==> config.mk <==
export PLATFORM = sky130hd
export DESIGN_NAME = arb_byte_tx
export DESIGN_NICKNAME = d
export VERILOG_FILES = /design/src/rtl/arb_tx_pkg.sv /design/src/rtl/arb_slot_seq.sv /design/src/rtl/arb_bit_src.sv /design/src/rtl/arb_loss_det.sv /design/src/rtl/arb_byte_tx.sv
export SDC_FILE = /design/constraint.sdc
export NUM_CORES = 1
export LEC_CHECK = 0
export ABC_AREA = 1
export BUFFER_PORTS_ARGS = -buffer_cell sky130_fd_sc_hd__buf_2
export CORE_MARGIN = 5
export CORE_UTILIZATION = 52
export CTS_CLUSTER_SIZE = 25
export DETAILED_ROUTE_END_ITERATION = 8
export GPL_TIMING_DRIVEN = 0
export PLACE_DENSITY = 0.76
export REMOVE_ABC_BUFFERS = 1
export SLEW_MARGIN = 25
export SYNTH_ARGS = -nofsm -noshare
export SYNTH_HDL_FRONTEND = slang
export SYNTH_SLANG_ARGS = --single-unit
==> constraint.sdc <==
create_clock -name clk -period 1.8 [get_ports clk]
set_clock_uncertainty 0.05 [all_clocks]
set_input_delay 0.45 -clock clk [delete_from_list [all_inputs] [get_ports clk]]
set_output_delay 0.45 -clock clk [all_outputs]
set_load 0.005 [all_outputs]
==> src/rtl/arb_tx_pkg.sv <==
// Shared types for the arbitrating byte transmitter.
// Assumes: nothing beyond the IEEE 1800-2017 language.
package arb_tx_pkg;
    typedef enum logic [1:0] {
        SEQ_IDLE  = 2'd0,
        SEQ_ARMED = 2'd1,
        SEQ_RUN   = 2'd2
    } seq_state_t;
endpackage

==> src/rtl/arb_slot_seq.sv <==
// Bit-slot sequencer: counts the serial clock strobes of one byte
// (DATA_W data slots plus one acknowledge slot).
// Assumes: scl_fall/scl_rise are single-cycle strobes, never both high.
module arb_slot_seq
    import arb_tx_pkg::*;
#(
    parameter int DATA_W = 8,
    parameter int SLOT_W = $clog2(DATA_W + 1)
) (
    input  logic              clk,
    input  logic              rst_n,
    input  logic              accept,
    input  logic              scl_fall,
    input  logic              scl_rise,
    output logic              busy,
    output logic [SLOT_W-1:0] slot,
    output logic [SLOT_W-1:0] nxt_slot,
    output logic              place,
    output logic              sample,
    output logic              done
);
    localparam logic [SLOT_W-1:0] LAST = SLOT_W'(DATA_W);

    seq_state_t st;

    // State and slot counter advance on falling strobes.
    always_ff @(posedge clk) begin
        if (!rst_n) begin
            st   <= SEQ_IDLE;
            slot <= '0;
            done <= 1'b0;
        end else begin
            done <= 1'b0;
            case (st)
                SEQ_IDLE:  if (accept) st <= SEQ_ARMED;
                SEQ_ARMED: if (scl_fall) begin
                    st   <= SEQ_RUN;
                    slot <= '0;
                end
                SEQ_RUN:   if (scl_fall) begin
                    if (slot == LAST) begin
                        st   <= SEQ_IDLE;
                        done <= 1'b1;
                    end else begin
                        slot <= slot + 1'b1;
                    end
                end
                default:   st <= SEQ_IDLE;
            endcase
        end
    end

    // Strobe decoding for the bit source and loss detector.
    always_comb begin
        busy     = (st != SEQ_IDLE);
        nxt_slot = (st == SEQ_ARMED) ? '0 : slot + 1'b1;
        place    = scl_fall && ((st == SEQ_ARMED) || (st == SEQ_RUN && slot != LAST));
        sample   = scl_rise && (st == SEQ_RUN);
    end

    assert_slot_bound_R5: assert property (@(posedge clk) disable iff (!rst_n)
        (st == SEQ_RUN) |-> (slot <= LAST));
    assert_done_ends_R5: assert property (@(posedge clk) disable iff (!rst_n)
        done |-> !$past(done));
endmodule

==> src/rtl/arb_bit_src.sv <==
// Bit source: captures the byte and its mode at accept time and gives,
// for any slot index, the intended level and whether the slot is driven.
// Assumes: load is high only while the sequencer is idle.
module arb_bit_src #(
    parameter int DATA_W = 8,
    parameter int SLOT_W = $clog2(DATA_W + 1)
) (
    input  logic              clk,
    input  logic              rst_n,
    input  logic              load,
    input  logic [DATA_W-1:0] tx_byte,
    input  logic              is_addr,
    input  logic              rx_mode,
    input  logic              ack_nack,
    input  logic [SLOT_W-1:0] cur_slot,
    input  logic [SLOT_W-1:0] nxt_slot,
    output logic              cur_bit,
    output logic              cur_own,
    output logic              nxt_bit,
    output logic              nxt_own,
    output logic              addr_q
);
    localparam logic [SLOT_W-1:0] LAST = SLOT_W'(DATA_W);

    logic [DATA_W-1:0] byte_q;
    logic              rx_q;
    logic              ack_q;

    // Capture the byte configuration when a request is accepted.
    always_ff @(posedge clk) begin
        if (!rst_n) begin
            byte_q <= '0;
            addr_q <= 1'b0;
            rx_q   <= 1'b0;
            ack_q  <= 1'b1;
        end else if (load) begin
            byte_q <= tx_byte;
            addr_q <= is_addr;
            rx_q   <= rx_mode;
            ack_q  <= ack_nack;
        end
    end

    function automatic logic slot_level(input logic [SLOT_W-1:0] idx);
        logic [DATA_W-1:0] sh;
        sh = byte_q << idx;
        return (idx == LAST) ? ack_q : sh[DATA_W-1];
    endfunction

    function automatic logic slot_owned(input logic [SLOT_W-1:0] idx);
        return (idx == LAST) ? (!addr_q && rx_q) : (addr_q || !rx_q);
    endfunction

    // Level and ownership for the slot being sampled and the one to place.
    always_comb begin
        cur_bit = slot_level(cur_slot);
        cur_own = slot_owned(cur_slot);
        nxt_bit = slot_level(nxt_slot);
        nxt_own = slot_owned(nxt_slot);
    end
endmodule

==> src/rtl/arb_loss_det.sv <==
// Loss detector: compares the intended level with the sampled line at
// each rising strobe and keeps a sticky loss flag with its slot index.
// Assumes: clear only arrives while idle.
module arb_loss_det #(
    parameter int SLOT_W = 4
) (
    input  logic              clk,
    input  logic              rst_n,
    input  logic              clear,
    input  logic              sample,
    input  logic              cur_own,
    input  logic              cur_bit,
    input  logic [SLOT_W-1:0] slot,
    input  logic              sda_in,
    input  logic              addr_q,
    input  logic              slave_en,
    output logic              lost_q,
    output logic [SLOT_W-1:0] lost_idx_q,
    output logic              switch_q
);
    logic lose;

    // A released high that reads low means another master holds the line.
    always_comb lose = sample && cur_own && cur_bit && !sda_in && !lost_q;

    // Sticky flag, index and the one-cycle slave hand-over pulse.
    always_ff @(posedge clk) begin
        if (!rst_n) begin
            lost_q     <= 1'b0;
            lost_idx_q <= '0;
            switch_q   <= 1'b0;
        end else begin
            switch_q <= lose && addr_q && slave_en;
            if (clear) begin
                lost_q     <= 1'b0;
                lost_idx_q <= '0;
            end else if (lose) begin
                lost_q     <= 1'b1;
                lost_idx_q <= slot;
            end
        end
    end

    assert_loss_cause_R3: assert property (@(posedge clk) disable iff (!rst_n)
        $rose(lost_q) |-> ($past(sample) && !$past(sda_in)));
    assert_switch_needs_loss_R9: assert property (@(posedge clk) disable iff (!rst_n)
        switch_q |-> (lost_q && addr_q));
    assert_idx_hold_R10: assert property (@(posedge clk) disable iff (!rst_n)
        (lost_q && $past(lost_q)) |-> $stable(lost_idx_q));
endmodule

==> src/rtl/arb_byte_tx.sv <==
// Arbitrating serial byte transmitter top: accepts start and next-byte
// requests, drives the open-drain pull-low and reports arbitration loss.
// Assumes: an external generator supplies serial clock strobes and
// START/STOP; sda_in is already synchronised.
module arb_byte_tx #(
    parameter int DATA_W = 8,
    parameter int SLOT_W = $clog2(DATA_W + 1)
) (
    input  logic              clk,
    input  logic              rst_n,
    input  logic              start_req,
    input  logic              next_req,
    input  logic              bus_free,
    input  logic [DATA_W-1:0] tx_byte,
    input  logic              is_addr,
    input  logic              rx_mode,
    input  logic              ack_nack,
    input  logic              slave_en,
    input  logic              scl_rise,
    input  logic              scl_fall,
    input  logic              sda_in,
    output logic              sda_pull,
    output logic              arb_lost,
    output logic [SLOT_W-1:0] lost_idx,
    output logic              slave_switch,
    output logic              byte_done,
    output logic              busy
);
    logic              acc_start, acc_next, accept;
    logic              owner_q;
    logic [SLOT_W-1:0] slot, nxt_slot;
    logic              place, sample;
    logic              cur_bit, cur_own, nxt_bit, nxt_own, addr_q;

    // Request acceptance: start needs a free bus, next needs ownership.
    always_comb begin
        acc_start = !busy && start_req && bus_free;
        acc_next  = !busy && !start_req && next_req && owner_q;
        accept    = acc_start || acc_next;
    end

    // Bus ownership held from an accepted start until a loss.
    always_ff @(posedge clk) begin
        if (!rst_n)         owner_q <= 1'b0;
        else if (acc_start) owner_q <= 1'b1;
        else if (arb_lost)  owner_q <= 1'b0;
    end

    arb_slot_seq #(.DATA_W(DATA_W), .SLOT_W(SLOT_W)) u_seq (
        .clk(clk), .rst_n(rst_n), .accept(accept),
        .scl_fall(scl_fall), .scl_rise(scl_rise),
        .busy(busy), .slot(slot), .nxt_slot(nxt_slot),
        .place(place), .sample(sample), .done(byte_done)
    );

    arb_bit_src #(.DATA_W(DATA_W), .SLOT_W(SLOT_W)) u_src (
        .clk(clk), .rst_n(rst_n), .load(accept),
        .tx_byte(tx_byte), .is_addr(is_addr), .rx_mode(rx_mode),
        .ack_nack(ack_nack), .cur_slot(slot), .nxt_slot(nxt_slot),
        .cur_bit(cur_bit), .cur_own(cur_own),
        .nxt_bit(nxt_bit), .nxt_own(nxt_own), .addr_q(addr_q)
    );

    arb_loss_det #(.SLOT_W(SLOT_W)) u_loss (
        .clk(clk), .rst_n(rst_n), .clear(acc_start),
        .sample(sample), .cur_own(cur_own), .cur_bit(cur_bit),
        .slot(slot), .sda_in(sda_in), .addr_q(addr_q),
        .slave_en(slave_en), .lost_q(arb_lost),
        .lost_idx_q(lost_idx), .switch_q(slave_switch)
    );

    // Pull-low register: new level after each falling strobe, silent after loss.
    always_ff @(posedge clk) begin
        if (!rst_n)        sda_pull <= 1'b0;
        else if (place)    sda_pull <= nxt_own && !nxt_bit && !arb_lost;
        else if (scl_fall) sda_pull <= 1'b0;
    end

    assert_ignore_start_R1: assert property (@(posedge clk) disable iff (!rst_n)
        (!busy && start_req && !bus_free) |=> !busy);
    assert_quiet_after_loss_R4: assert property (@(posedge clk) disable iff (!rst_n)
        arb_lost |-> !sda_pull);
    assert_idle_silent_R5: assert property (@(posedge clk) disable iff (!rst_n)
        (!busy && !$past(busy)) |-> !sda_pull);
endmodule

==> results by group, run 1 <==
Run status
  • Status: finished, final reports clean

Yosys
  • Post-synth top cells: 37 x nand2_1, 29 x nor2_1, 26 x dfxtp_1, 20 x inv_1, 19 x o21ai_0
  • Netlist cell types: 26
  • Asr flop ratio synth: 0%
  • Seq/Total Area, Yosys: 40.1%
  • Synth Flop Type: dfxtp_1
  • Syn avg cell area: 6.91 sq um
  • Post-Synthesis Cells: 188
  • Synth Cell Area: 1300 sq um
  • Cell with the most instances after synthesis: nand2_1
  • EDFF count, synth: 0
  • Post-synth top area cell: dfxtp_1
  • Synth area leaders: dfxtp_1 40%, nand2_1 11%, nor2_1 8.4%
  • Flops & latches, synth: 26
  • Yosys top cell area share: 40.1%
  • Synth Warn #: 0

Global routing
  • Largest net degree at the start of global routing: 18
  • First-pass GRT wire length: 5110 microns
  • GRT Total Usage: 18.5%
  • Initial antenna violation count: 0
  • Vias in the first global route: 1,267
  • Total gr overflow: 0

Detailed routing
  • Via count: 1,307
  • Drt total wl: 3030 microns
  • DRC: 0
  • Vias per cell: 5.25
  • Pre-antenna DRT Iters: 5
  • Routed length per instance: 12.1 microns
  • Initial drt markers: 55
  • Antenna-violating nets left: 0

Setup path
  • Arrival @ worst endpoint: 1.87 ns
  • CP Launch Type: register
  • Critical-path maximum fanout: 9
  • WP data required: 2.01 ns
  • CP endpoint kind: register
  • Crit path kind: register to register
  • Worst reg2reg path depth: 9

Cells and area
  • Layout cells sized above 1: 23.3%
  • NumNets Final: 242
  • Area grow syn2layout: 16.2%
  • Antenna Diode Count: 0
  • Filler cells: 238
  • Layout Cell Area excl Fill: 1510 sq um
  • Seq. cell area: 528 sq um
  • Area of the multi-input gates: 661 sq um

Placement
  • Number of port buffers: 28
  • Final GP Congestion: 0.841
  • Placed inst area: 1450 sq um
  • Dpl hpwl: 2290 microns
  • Pre-CTS WS: -0.154 ns

Hold path
  • WHS Path Cells: 3
  • Hold crit path type: input port to register

Timing
  • Crit path time final: 1.66 ns
  • Final setup fails: 0
  • Endpoints failing hold: 0
  • WHS: 0.281 ns
  • Final Cycle Share: 92.4%
  • RSZ-0062 raised after global routing: no
  • Slew Viols, Final: 0
  • Slew @ Worst Pin: 0.392 ns
  • Fmax achieved: 601 MHz
  • Setup WS post-layout: 0.137 ns
  • Slew headroom: 73.9%

Die
  • IO Pins: 29
  • Core ar.: 2430 sq um
  • Die X: 60.0 microns
  • # rows: 18
  • Vert. Die Dim: 60.0 microns
  • Die ar.: 3600 sq um
  • Initial Util: 53.4%

CTS
  • CTS tree: built
  • CTS clk-pin slew, worst paths: 0.14 ns
  • CTS Buf Count: 3
  • CTS root buffer: clkbuf_4
  • Clk sinks: 26
  • Htree depth: 1
  • Clk buf depth: 2
  • Skew-Pair Late Insertion Delay: 0.32 ns

Power
  • Power per Cell Area: 843 nW/um^2
  • LEAKAGE: 0.738 nW
  • Worst IR Drop VDD: 0.000518 V
  • Total power: 0.00127 W

Job
  • Max-cap violations: 0
power by group:
| group | leakage (nW) | switching, W | total (W) | internal (W) |
|---|---|---|---|---|
| clock | 0.0210 | 0.000172 | 0.000296 | 0.000124 |
| combinational | 0.504 | 0.000197 | 0.000315 | 0.000118 |
| sequential | 0.214 | 0.0000405 | 0.000662 | 0.000621 |
cell usage in the layout (no fill, tap or decap), drive strengths merged:
cell	Yosys	routed
o211ai	1	1
nand3	15	15
nor3	1	1
clkbuf	1	4
clkinv	1	1
o21ai	20	20
nand2	43	43
inv	23	23
o21bai	1	1
nor4	1	1
buf	2	30
o221ai	1	1
a31oi	1	1
nor2	30	30
ha	2	2
nand3b	1	1
dfxtp	26	26
a21oi	13	13
nand4	2	2
a211oi	3	3
sequential cells by signal, summed over array words and instances (netlist names):
name and count:
u_src.byte_q 8, sda_pull 1, u_loss.lost_idx_q 4, u_seq.done 1, u_src.ack_q 1, u_seq.st 2, owner_q 1, u_src.rx_q 1
u_seq.slot 4, u_loss.lost_q 1, u_loss.switch_q 1, u_src.addr_q 1
stage by stage:
stage	setup TNS (ns)	instances	utilization (%)
global route	0	249	62.0
global placement	-0.0926	243	59.6
CTS	0	247	61.3
finish	0	249	62.0
floorplan	0	185	-
detailed placement	-0.299	243	59.6
worst max-delay path, stage by stage, from the launching register on:
cell and delay, ns:
dfxtp_4 0.41, inv_2 0.08, ha_1 0.23, nand3_1 0.13, nand2_1 0.07, nand2_1 0.09, nand2_2 0.12, nor2_1 0.14
nand4_1 0.14, a21oi_1 0.15
kinds of logic after synthesis:
logic type / share of synthesized area (%)
buffers and inverters: 9.05
flip-flops: 40.1
adder cells (fa/ha/maj): 1.93
AND/OR/NAND/NOR: 31.3
AO/OA/AOI/OAI: 17.6
area by class of cell:
| class | instances | area share, % |
|---|---|---|
| multi-input combinational | 135 | 43.8 |
| sequential | 26 | 35.0 |
| timing repair buffer | 30 | 10.3 |
| inverter | 24 | 6.05 |
| tap | 30 | 2.49 |
| clock buffer | 4 | 2.40 |
per-layer routing:
layer  part of all wire [%]  vias to the layer above  track usage (%)
li1                       -                      675                -
met1                     44                      591             21.2
met2                     49                       33             33.0
met3                    5.1                        8             2.81
met4                    2.0                        0             9.18
met5                      0                        -                0
final timing paths:
kind	startpoint	to	slack [ns]
max	u_seq.slot[0]$_SDFFE_PN0P_	sda_pull$_SDFFE_PN0P_	0.14
min	ack_nack	u_src.ack_q$_SDFFE_PN1P_	0.28
max reg2reg	u_seq.slot[0]$_SDFFE_PN0P_	sda_pull$_SDFFE_PN0P_	0.14
min reg2reg	u_src.addr_q$_SDFFE_PN0P_	u_loss.switch_q$_SDFF_PN0_	0.41
what timing repair did:
| item | CTS | global route |
|---|---|---|
| endpoints found under the setup margin | 9 | 5 |
| setup buffers | 0 | 2 |
| hold buffers | 0 | 0 |
| resized for setup | 2 | 2 |
| gates cloned | 0 | 0 |
(Power assumes the default switching activity.)
==> run 2: changes to the inputs <==
--- a/config.mk
+++ b/config.mk
@@ -7,6 +7,7 @@
 export LEC_CHECK = 0
 export ABC_AREA = 1
 export BUFFER_PORTS_ARGS = -buffer_cell sky130_fd_sc_hd__buf_2
+export CORE_ASPECT_RATIO = 0.9
 export CORE_MARGIN = 5
 export CORE_UTILIZATION = 52
 export CTS_CLUSTER_SIZE = 25
==> run 2 against run 1 <==
- critical endpoint is now u_src.addr_q$_SDFFE_PN0P_
- non-clock buffer count fell by 1
- count of clock-buffer cells in the layout is 1 lower
- highest routed layer unchanged
- sequential share of layout area up 0.56 points
- combinational power shrank 2%
- flip-flop and latch count unchanged
- routed wire length is 5.5% lower
- core utilization decreased by 0.79 points
- sequential power barely moved
- fmax up 3.0%
- die area about the same
==> results by group, run 2 (same netlist as run 1, synthesis figures left out) <==
Global routing
  • Initial antenna violation count: 0 (unchanged)
  • Total gr overflow: 0 (unchanged)
  • Largest net degree at the start of global routing: 18 (unchanged)
  • First-pass GRT wire length: 4930 microns (-3.6%)
  • Vias in the first global route: 1,205 (-4.9%)
  • GRT Total Usage: 16.5% (-2.0 points)
  • GR Util met3: 3.35% (+0.54 points)
  • GRT met1 Usage: 19.0% (-2.2 points)
  • Gr busiest metal: met2
  • Met2 Use GR: 29.3% (-3.7 points)

CTS
  • Clk sinks: 26 (unchanged)
  • CTS root buffer: clkbuf_4
  • Clk buf depth: 2 (unchanged)
  • Skew-Pair Late Insertion Delay: 0.32 ns (about the same)
  • CTS Buf Count: 3 (unchanged)
  • CTS clk-pin slew, worst paths: 0.13 ns (about the same)
  • CTS tree: built
  • Htree depth: 1 (unchanged)

Die
  • Vert. Die Dim: 57.4 microns (-4.3%)
  • Core ar.: 2420 sq um (-0.31%)
  • IO Pins: 29 (unchanged)
  • Die X: 62.7 microns (+4.5%)
  • Die ar.: 3600 sq um (about the same)
  • # rows: 17 (-1)
  • Initial Util: 53.6% (+0.17 points)

Cells and area
  • Filler cells: 252 (+5.9%)
  • Layout cells sized above 1: 22.6% (-0.71 points)
  • Reg with most FFs: u_src.byte_q
  • Antenna Diode Count: 0 (unchanged)
  • Most frequent cells in the layout: 37 x nand2_1, 29 x nor2_1, 28 x buf_2, 24 x dfxtp_1, 20 x inv_1
  • Largest regs: u_src.byte_q: 8 flops, u_loss.lost_idx_q: 4 flops, u_seq.slot: 4 flops
  • Seq. cell area: 528 sq um (unchanged)
  • Final std cells w/o fill: 245 (-1.6%)
  • Max reg flops: 8 (unchanged)
  • Area grow syn2layout: 14.4%
  • NumNets Final: 241 (-0.41%)
  • Most common cell after layout, fill and taps aside: nand2_1
  • Area of the multi-input gates: 661 sq um (unchanged)
  • Util after Layout: 61.2% (-0.79 points)

Timing
  • Final setup fails: 0 (unchanged)
  • Final Cycle Share: 89.7% (-2.7 points)
  • Crit path time final: 1.61 ns (-0.0491 ns)
  • Slew headroom: 73.3% (-0.54 points)
  • Slew Viols, Final: 0 (unchanged)
  • Endpoints failing hold: 0 (unchanged)
  • Fmax achieved: 620 MHz (+3.0%)
  • Slew @ Worst Pin: 0.400 ns (+0.00805 ns)
  • Setup WS post-layout: 0.186 ns (+0.0491 ns)
  • RSZ-0062 raised after global routing: no

Placement
  • Pre-CTS WS: -0.134 ns (+0.0195 ns)
  • Number of port buffers: 28 (unchanged)
  • Dpl cells: 241 (-0.82%)
  • Final GP Congestion: 0.852 (+1.2%)
  • Dpl hpwl: 2210 microns (-3.5%)

Setup path
  • Worst reg-to-reg setup slack: 0.19 ns (+0.05 ns)
  • Arrival @ worst endpoint: 1.77 ns (-0.10 ns)
  • Worst reg2reg path depth: 8 (-1)
  • Reg2reg end: u_src.addr_q$_SDFFE_PN0P_
  • Reg-to-Reg Start: u_seq.st[0]$_SDFFE_PN0P_
  • CP Launch Type: register
  • Crit path kind: register to register
  • WP data required: 1.95 ns (-0.06 ns)
  • CP endpoint kind: register
  • Critical-path maximum fanout: 15 (+6)
  • CP startpoint: u_seq.st[0]$_SDFFE_PN0P_

Detailed routing
  • Pre-antenna DRT Iters: 4 (-1)
  • Routed length per instance: 11.7 microns (-4.0%)
  • Via count: 1,270 (-2.8%)
  • Drt total wl: 2860 microns (-5.5%)
  • DRC: 0 (unchanged)
  • Initial drt markers: 50 (-9.1%)
  • Vias per cell: 5.18 (-1.2%)
  • Antenna-violating nets left: 0 (unchanged)

Hold path
  • WHS Path Cells: 3 (unchanged)
  • Hold_sp: ack_nack
  • Hold path endpoint: u_src.ack_q$_SDFFE_PN1P_
  • Hold crit path type: input port to register

Job
  • Max-cap violations: 0 (unchanged)

Run status
  • Status: finished, final reports clean

Power
  • Power per Cell Area: 813 nW/um^2 (-3.6%)
  • LEAKAGE: 0.726 nW (-1.7%)
  • Worst IR Drop VDD: 0.000532 V (+2.7%)
==> run 2: cell count changes in the layout (fill, tap and decap cells not counted), sizes merged <==
cell,delta
clkbuf,-1
buf,-1
==> run 2: repair_timing <==
| item | 4_1_cts | 5_1_grt |
|---|---|---|
| resized for setup | 1 | 3 |
| setup buffers | 0 | 1 |
| hold buffers | 0 | 0 |
| endpoints found under the setup margin | 8 | 4 |
==> run 2: metrics by stage <==
stage	TNS (ns)	area, sq um	total power (W)	hold slack, ns
6_report	0	1490	0.00121	0.289
5_1_grt	0	1490	0.00129	0.289
4_1_cts	0	1470	0.00121	0.288
3_5_place_dp	-0.188	1450	0.000973	0.408
3_3_place_gp	-0.0904	1450	0.000960	0.390
2_1_floorplan	0	1270	0.000883	0.378
==> run 2: area by class of cell <==
class                      count  share of cell area, %
clock buffer                   3                   1.52
inverter                      24                   6.15
multi-input combinational    135                   44.5
sequential                    26                   35.6
tap                           28                   2.36
timing repair buffer          29                   9.94
==> run 2: how the worst max path moves through the flow <==
stage,depth (start not counted),end
detailed placement,9,sda_pull$_SDFFE_PN0P_
CTS,8,sda_pull$_SDFFE_PN0P_
global placement,9,sda_pull$_SDFFE_PN0P_
floorplan,9,sda_pull$_SDFFE_PN0P_
global route,8,u_src.addr_q$_SDFFE_PN0P_
finish,8,u_src.addr_q$_SDFFE_PN0P_
==> run 2: metal layers <==
layer / routed length [microns] / share of wire (%) / up-vias
met1: 1320 / 46 / 561
met4: 59 / 2.1 / 0
li1: - / - / 676
met5: 0 / 0 / -
met2: 1350 / 47 / 26
met3: 125 / 4.4 / 7
==> run 2: worst max-delay path, stage by stage (launching register included) <==
cell	delay, ns
dfxtp_1	0.37
nor2_1	0.15
inv_1	0.08
nor2_1	0.10
nand3_1	0.09
nand2_2	0.16
inv_1	0.23
o21ai_0	0.21
a21oi_1	0.06
==> run 2: where the power goes <==
group          leakage (nW)  total, W  switching [W]  internal [W]
clock network        0.0138  0.000239       0.000161     0.0000784
logic                 0.498  0.000309       0.000195      0.000115
registers             0.214  0.000659      0.0000374      0.000621
